**src/rtl/uart_irq_pkg.sv**
```systemverilog
package uart_irq_pkg;

  localparam int CODE_W = 6;
  localparam int EN_W   = 6;
  localparam int NSRC   = 7;
  localparam int NFLG   = 9;

  // source slots, in rank order (slot 0 ranks highest)
  localparam int S_LINE = 0;
  localparam int S_TOUT = 1;
  localparam int S_RXD  = 2;
  localparam int S_TX   = 3;
  localparam int S_MDM  = 4;
  localparam int S_XF   = 5;
  localparam int S_FLOW = 6;

  // enable bit positions
  localparam int E_RX   = 0;
  localparam int E_TX   = 1;
  localparam int E_LINE = 2;
  localparam int E_MDM  = 3;
  localparam int E_XF   = 4;
  localparam int E_FLOW = 5;

  // latched flag slots
  localparam int F_OVR  = 0;
  localparam int F_ERR  = 1;
  localparam int F_TOUT = 2;
  localparam int F_RXD  = 3;
  localparam int F_TX   = 4;
  localparam int F_MDM  = 5;
  localparam int F_XCHR = 6;
  localparam int F_SPEC = 7;
  localparam int F_FLOW = 8;

  localparam logic [CODE_W-1:0] CODE_IDLE = 6'b000001;

  typedef struct packed {
    logic ovr;
    logic tout;
    logic rxd;
    logic txe;
    logic msc;
    logic xoff;
    logic xon;
    logic spec;
  } evt_t;

  typedef struct packed {
    logic id_rd;
    logic lsr_rd;
    logic msr_rd;
    logic rhr_rd;
    logic thr_wr;
  } strobe_t;

  function automatic logic [CODE_W-1:0] src_code(input int slot);
    logic [CODE_W-1:0] c;
    case (slot)
      S_LINE:  c = 6'b000110;
      S_TOUT:  c = 6'b001100;
      S_RXD:   c = 6'b000100;
      S_TX:    c = 6'b000010;
      S_MDM:   c = 6'b000000;
      S_XF:    c = 6'b010000;
      S_FLOW:  c = 6'b100000;
      default: c = CODE_IDLE;
    endcase
    return c;
  endfunction

  function automatic int src_en_bit(input int slot);
    int b;
    case (slot)
      S_LINE:         b = E_LINE;
      S_TOUT, S_RXD:  b = E_RX;
      S_TX:           b = E_TX;
      S_MDM:          b = E_MDM;
      S_XF:           b = E_XF;
      default:        b = E_FLOW;
    endcase
    return b;
  endfunction

endpackage

```
**src/rtl/uart_irq_pin_edge.sv**
```systemverilog
module uart_irq_pin_edge #(
  parameter int WIDTH = 2
) (
  input  logic             clk,
  input  logic             rst_n,
  input  logic [WIDTH-1:0] pins_n,
  output logic             rise_any
);

  logic [WIDTH-1:0] prev_q;
  logic [WIDTH-1:0] rise;

  for (genvar i = 0; i < WIDTH; i++) begin : g_pin
    logic prev_ld;

    always_comb begin
      rise[i]  = pins_n[i] & ~prev_q[i];
      prev_ld  = pins_n[i] ^ prev_q[i];
    end

    // reset to the inactive level so a pin held high is not seen as an edge
    always_ff @(posedge clk or negedge rst_n) begin
      if (!rst_n) begin
        prev_q[i] <= 1'b1;
      end else if (prev_ld) begin
        prev_q[i] <= pins_n[i];
      end
    end
  end

  assign rise_any = |rise;

endmodule

```
**src/rtl/uart_irq_flags.sv**
```systemverilog
module uart_irq_flags
  import uart_irq_pkg::*;
(
  input  logic            clk,
  input  logic            rst_n,
  input  logic [EN_W-1:0] int_en,
  input  evt_t            evt,
  input  strobe_t         stb,
  input  logic            err_lvl,
  input  logic            flow_rise,
  input  logic [NSRC-1:0] shown,
  output logic [NSRC-1:0] pend
);

  logic [NFLG-1:0] flg_q;
  logic [NFLG-1:0] set;
  logic [NFLG-1:0] clr;

  // next-state terms: set and clear per flag
  always_comb begin
    set[F_OVR]  = evt.ovr   & int_en[E_LINE];
    clr[F_OVR]  = stb.lsr_rd;
    set[F_ERR]  = err_lvl   & int_en[E_LINE];
    clr[F_ERR]  = ~err_lvl;
    set[F_TOUT] = evt.tout  & int_en[E_RX];
    clr[F_TOUT] = stb.rhr_rd;
    set[F_RXD]  = evt.rxd   & int_en[E_RX];
    clr[F_RXD]  = stb.rhr_rd;
    set[F_TX]   = evt.txe   & int_en[E_TX];
    clr[F_TX]   = stb.thr_wr | (stb.id_rd & shown[S_TX]);
    set[F_MDM]  = evt.msc   & int_en[E_MDM];
    clr[F_MDM]  = stb.msr_rd;
    set[F_XCHR] = evt.xoff  & int_en[E_XF];
    clr[F_XCHR] = evt.xon;
    set[F_SPEC] = evt.spec  & int_en[E_XF];
    clr[F_SPEC] = stb.id_rd & shown[S_XF];
    set[F_FLOW] = flow_rise & int_en[E_FLOW];
    clr[F_FLOW] = stb.id_rd & shown[S_FLOW];
  end

  // one register per flag; load on set or clear, set taking precedence
  for (genvar f = 0; f < NFLG; f++) begin : g_flag
    logic ld;
    assign ld = set[f] | clr[f];

    always_ff @(posedge clk or negedge rst_n) begin
      if (!rst_n) begin
        flg_q[f] <= 1'b0;
      end else if (ld) begin
        flg_q[f] <= set[f];
      end
    end
  end

  always_comb begin
    pend[S_LINE] = flg_q[F_OVR] | flg_q[F_ERR];
    pend[S_TOUT] = flg_q[F_TOUT];
    pend[S_RXD]  = flg_q[F_RXD];
    pend[S_TX]   = flg_q[F_TX];
    pend[S_MDM]  = flg_q[F_MDM];
    pend[S_XF]   = flg_q[F_XCHR] | flg_q[F_SPEC];
    pend[S_FLOW] = flg_q[F_FLOW];
  end

endmodule

```
**src/rtl/uart_irq_rank.sv**
```systemverilog
module uart_irq_rank
  import uart_irq_pkg::*;
(
  input  logic [NSRC-1:0]   pend,
  input  logic [EN_W-1:0]   int_en,
  output logic [NSRC-1:0]   shown,
  output logic [CODE_W-1:0] code,
  output logic              any
);

  logic [NSRC-1:0] masked;

  for (genvar i = 0; i < NSRC; i++) begin : g_mask
    localparam int EB = src_en_bit(i);
    assign masked[i] = pend[i] & int_en[EB];
  end

  // first enabled pending slot in rank order wins
  always_comb begin
    logic hit;
    hit   = 1'b0;
    shown = '0;
    code  = CODE_IDLE;
    for (int i = 0; i < NSRC; i++) begin
      if (masked[i] && !hit) begin
        hit      = 1'b1;
        shown[i] = 1'b1;
        code     = src_code(i);
      end
    end
  end

  assign any = |masked;

endmodule

```
**src/rtl/uart_irq_arbiter.sv**
```systemverilog
module uart_irq_arbiter
  import uart_irq_pkg::*;
#(
  parameter int FLOW_PINS = 2
) (
  input  logic              clk,
  input  logic              rst_n,
  input  logic [EN_W-1:0]   int_en,
  input  logic              ovr_evt,
  input  logic              err_in_fifo,
  input  logic              tout_evt,
  input  logic              rxd_evt,
  input  logic              txe_evt,
  input  logic              msc_evt,
  input  logic              xoff_evt,
  input  logic              xon_evt,
  input  logic              spec_evt,
  input  logic              cts_n,
  input  logic              rts_n,
  input  logic              id_rd,
  input  logic              lsr_rd,
  input  logic              msr_rd,
  input  logic              rhr_rd,
  input  logic              thr_wr,
  output logic [CODE_W-1:0] id_code,
  output logic              irq
);

  evt_t                evt;
  strobe_t             stb;
  logic [FLOW_PINS-1:0] pins_n;
  logic                flow_rise;
  logic [NSRC-1:0]     pend;
  logic [NSRC-1:0]     shown;
  logic                any_pend;
  logic                irq_q;
  logic                irq_d;
  logic                irq_ld;

  always_comb begin
    evt.ovr    = ovr_evt;
    evt.tout   = tout_evt;
    evt.rxd    = rxd_evt;
    evt.txe    = txe_evt;
    evt.msc    = msc_evt;
    evt.xoff   = xoff_evt;
    evt.xon    = xon_evt;
    evt.spec   = spec_evt;
    stb.id_rd  = id_rd;
    stb.lsr_rd = lsr_rd;
    stb.msr_rd = msr_rd;
    stb.rhr_rd = rhr_rd;
    stb.thr_wr = thr_wr;
  end

  if (FLOW_PINS == 2) begin : g_pins_two
    assign pins_n = {rts_n, cts_n};
  end else begin : g_pins_cts
    assign pins_n = {FLOW_PINS{cts_n & rts_n}};
  end

  uart_irq_pin_edge #(
    .WIDTH (FLOW_PINS)
  ) u_edge (
    .clk      (clk),
    .rst_n    (rst_n),
    .pins_n   (pins_n),
    .rise_any (flow_rise)
  );

  uart_irq_flags u_flags (
    .clk       (clk),
    .rst_n     (rst_n),
    .int_en    (int_en),
    .evt       (evt),
    .stb       (stb),
    .err_lvl   (err_in_fifo),
    .flow_rise (flow_rise),
    .shown     (shown),
    .pend      (pend)
  );

  uart_irq_rank u_rank (
    .pend   (pend),
    .int_en (int_en),
    .shown  (shown),
    .code   (id_code),
    .any    (any_pend)
  );

  always_comb begin
    irq_d  = any_pend;
    irq_ld = irq_d ^ irq_q;
  end

  always_ff @(posedge clk or negedge rst_n) begin
    if (!rst_n) begin
      irq_q <= 1'b0;
    end else if (irq_ld) begin
      irq_q <= irq_d;
    end
  end

  assign irq = irq_q;

endmodule

```
**config.mk**
```make
export PLATFORM = sky130hd
export DESIGN_NAME = uart_irq_arbiter
export DESIGN_NICKNAME = d
export VERILOG_FILES = /design/src/rtl/uart_irq_pkg.sv /design/src/rtl/uart_irq_pin_edge.sv /design/src/rtl/uart_irq_flags.sv /design/src/rtl/uart_irq_rank.sv /design/src/rtl/uart_irq_arbiter.sv
export SDC_FILE = /design/constraint.sdc
export NUM_CORES = 1
export LEC_CHECK = 0
export BUFFER_PORTS_ARGS = -buffer_cell sky130_fd_sc_hd__buf_2
export CAP_MARGIN = 40
export CORE_MARGIN = 2
export CORE_UTILIZATION = 32
export DETAILED_ROUTE_END_ITERATION = 7
export PLACE_DENSITY = 0.69
export SLEW_MARGIN = 20
export SYNTH_ARGS = -nofsm -noshare
export SYNTH_HDL_FRONTEND = slang
export SYNTH_HIERARCHICAL = 1
export SYNTH_SLANG_ARGS = --single-unit
export TNS_END_PERCENT = 1
```
**constraint.sdc**
```tcl
create_clock -name clk -period 2.02 [get_ports clk]
set_input_delay 0.303 -clock clk [delete_from_list [all_inputs] [get_ports clk]]
set_output_delay 0.303 -clock clk [all_outputs]
set_load 0.05 [all_outputs]
```
==> metrics.yaml <==
global_route:
  overflow: 0
  use_met2_pct: 22.4
  grt_use_total_pct: 13.4
  grt_pass1_wl_mm: 2.48
  met3_usage_pct: 3.40
  grt_pass1_vias: 616
  antenna_found_initial: 0
  grt_max_degree: 13
  grt.busiest_layer: "met2"
  grt_use_met1_pct: 16.2
clock_network:
  cts_buffers: 3
  clock_latency_ns: 0.27
  cts_tree: "built"
  cts-root-buf: "clkbuf_4"
  cts.sinks: 12
  clk_path_buf_depth: 2
  path_clk_slew_ns: 0.08
  htree_levels: 1
finish:
  fin_nets: 123
  antenna_cells: 0
  final_cells: 123
  fillCellCount: 203
  drive_gt1_share_pct: 49.0
  syn_to_final_growth_pct: 34.8
timing:
  drv_slew: 0
  layout_min_cycle_time_ns: 1.90
  hold_violations: 0
  max_freq_ghz: 0.526
  worst_pin_slew_ns: 0.280
  finalClockSkew_ns: 0.00813
  rsz0062_at_grt: "no"
  finalCritPeriodShare_pct: 94.1
  setup_violations: 0
  final.setup.tns_ns: 0
  slew_headroom_pct: 81.3
floorplanning:
  ios: 31
  die_x_microns: 48.7
  start_util_pct: 33.3
  core_region_area_sq_um: 1920
  rows: 16
  fp.dieH_microns: 48.7
  dieArea_sq_um: 2380
drt:
  vias: 548
  routed_wl_mm: 1.31
  initialDrtViolationCount: 5
  detail-route-antenna-nets: 0
  firstDrtPassIters: 4
  wl_per_cell_microns: 10.6
  drcViolationCount: 0
  vias_per_cell: 4.46
setup_path:
  end_kind: "output port"
  max_stage_delay_ns: 0.38
  cp_data_arrival_time_ns: 1.60
  critPathBufInv: 1
  reg2reg_setup_slack_ns: 0.50
  cp.required_ns: 1.72
  crit_slowest_cell: "dfrtp_1"
  path_cells: "or2_4 > nand2_4 > nand3_4 > nor4b_4 > buf_6"
  crit_path_start_kind: "flip-flop"
  crit_fanout: 4
  cp_top_family: "simple AND/OR/NAND/NOR gates"
  worstSetupPathType: "flip-flop to output port"
logic_synthesis:
  syn_area_per_cell_sq_um: 9.42
  synth_warnings: 6
  netlist_instances: 68
  syn_nets: 94
  syn_area_sq_um: 641
placed_design:
  place_hpwl_mm: 1.08
  gp_congestion: 0.737
  io_buffer_count: 30
  dp.cells: 117
pwr:
  powerDensity_nw_per_um2: 836
  p_leak_nw: 0.453
  vdd_ir_drop_max_v: 0.000555
run:
  drv_cap: 0
run_status:
  status: "complete, no violations"
hold_path:
  hold_class: "input port to flip-flop"
## cell type report
class	instances	area, sq um	share of cell area, %
flip-flops and latches	12	303	35.1
multi-input cells	40	294	34.1
repair buffers	32	176	20.4
well taps	27	33.8	3.91
inverters	8	30.0	3.48
clock buffers	4	26.3	3.04
## repair_timing
item / in CTS / in global routing
cloned: 0 / 0
pin swaps: 1 / 2
hold endpoints to repair: 10 / 0
endpoints found under the setup margin: 2 / 2
setup buffers: 0 / 1
gates resized for setup: 4 / 4
hold buffers: 1 / 0
## through the flow
stage                     util, %  total power, W  hold slack, ns  cell area [sq um]  setup WS, ns
after floorplan                 -        0.000514         0.00741                666        -0.202
after global placement       41.3        0.000547           0.193                793         0.209
after detailed placement     41.3        0.000563           0.202                793         0.148
after CTS                    44.0        0.000729           0.211                846        0.0399
after global routing         44.9        0.000779           0.232                863        0.0347
final                        44.9        0.000721           0.213                863         0.118
## routing by layer
metal | share of wire (%) | up-vias | wire length (microns)
met1 | 40 | 249 | 523
met3 | 9.9 | 2 | 129
met2 | 49 | 26 | 647
met4 | 0.61 | 0 | 8
met5 | 0 | - | 0
li1 | - | 271 | -
## registers in the layout, indices dropped and copies added, names as in the netlist
signal / count
irq: 1
u_flags/pend: 5
u_flags/flg_q: 4
u_edge/prev_q: 2
## worst register-to-register path, cell delays in order (launching register included)
cell	delay [ns]
dfrtp_1	0.38
or2_4	0.26
nand2_4	0.08
nand3_4	0.10
nor4b_4	0.32
nand2_1	0.08
a22o_1	0.20
## final timing paths
check / startpoint / end / cells after the start
setup / recovery: u_flags/flg_q[1] / id_code[5] / 5
hold / removal: msr_rd / u_flags/pend[4] / 2
setup reg to reg: u_flags/flg_q[1] / u_flags/pend[6] / 6
hold reg to reg: u_flags/flg_q[1] / u_flags/flg_q[1] / 1
max in group asynchronous: rst_n / u_edge/prev_q[0] / 2
min in group asynchronous: rst_n / u_flags/pend[4] / 2
## power by group
part	internal, W	leakage, nW	switching, W
sequential	0.000297	0.135	0.0000206
combinational	0.000119	0.302	0.000132
clock	0.0000763	0.0150	0.0000767
total	0.000492	0.453	0.000229
## layout by cell type, fill, tap and decap left out, drive strengths merged, types with 2 or more instances in the layout
cell type	n
or2	3
a22o	2
o21ai	7
clkbuf	4
mux2	2
nor3	2
dfrtp	10
dfstp	2
buf	31
nand2	14
inv	8
ha	2
(Power assumes the default switching activity.)
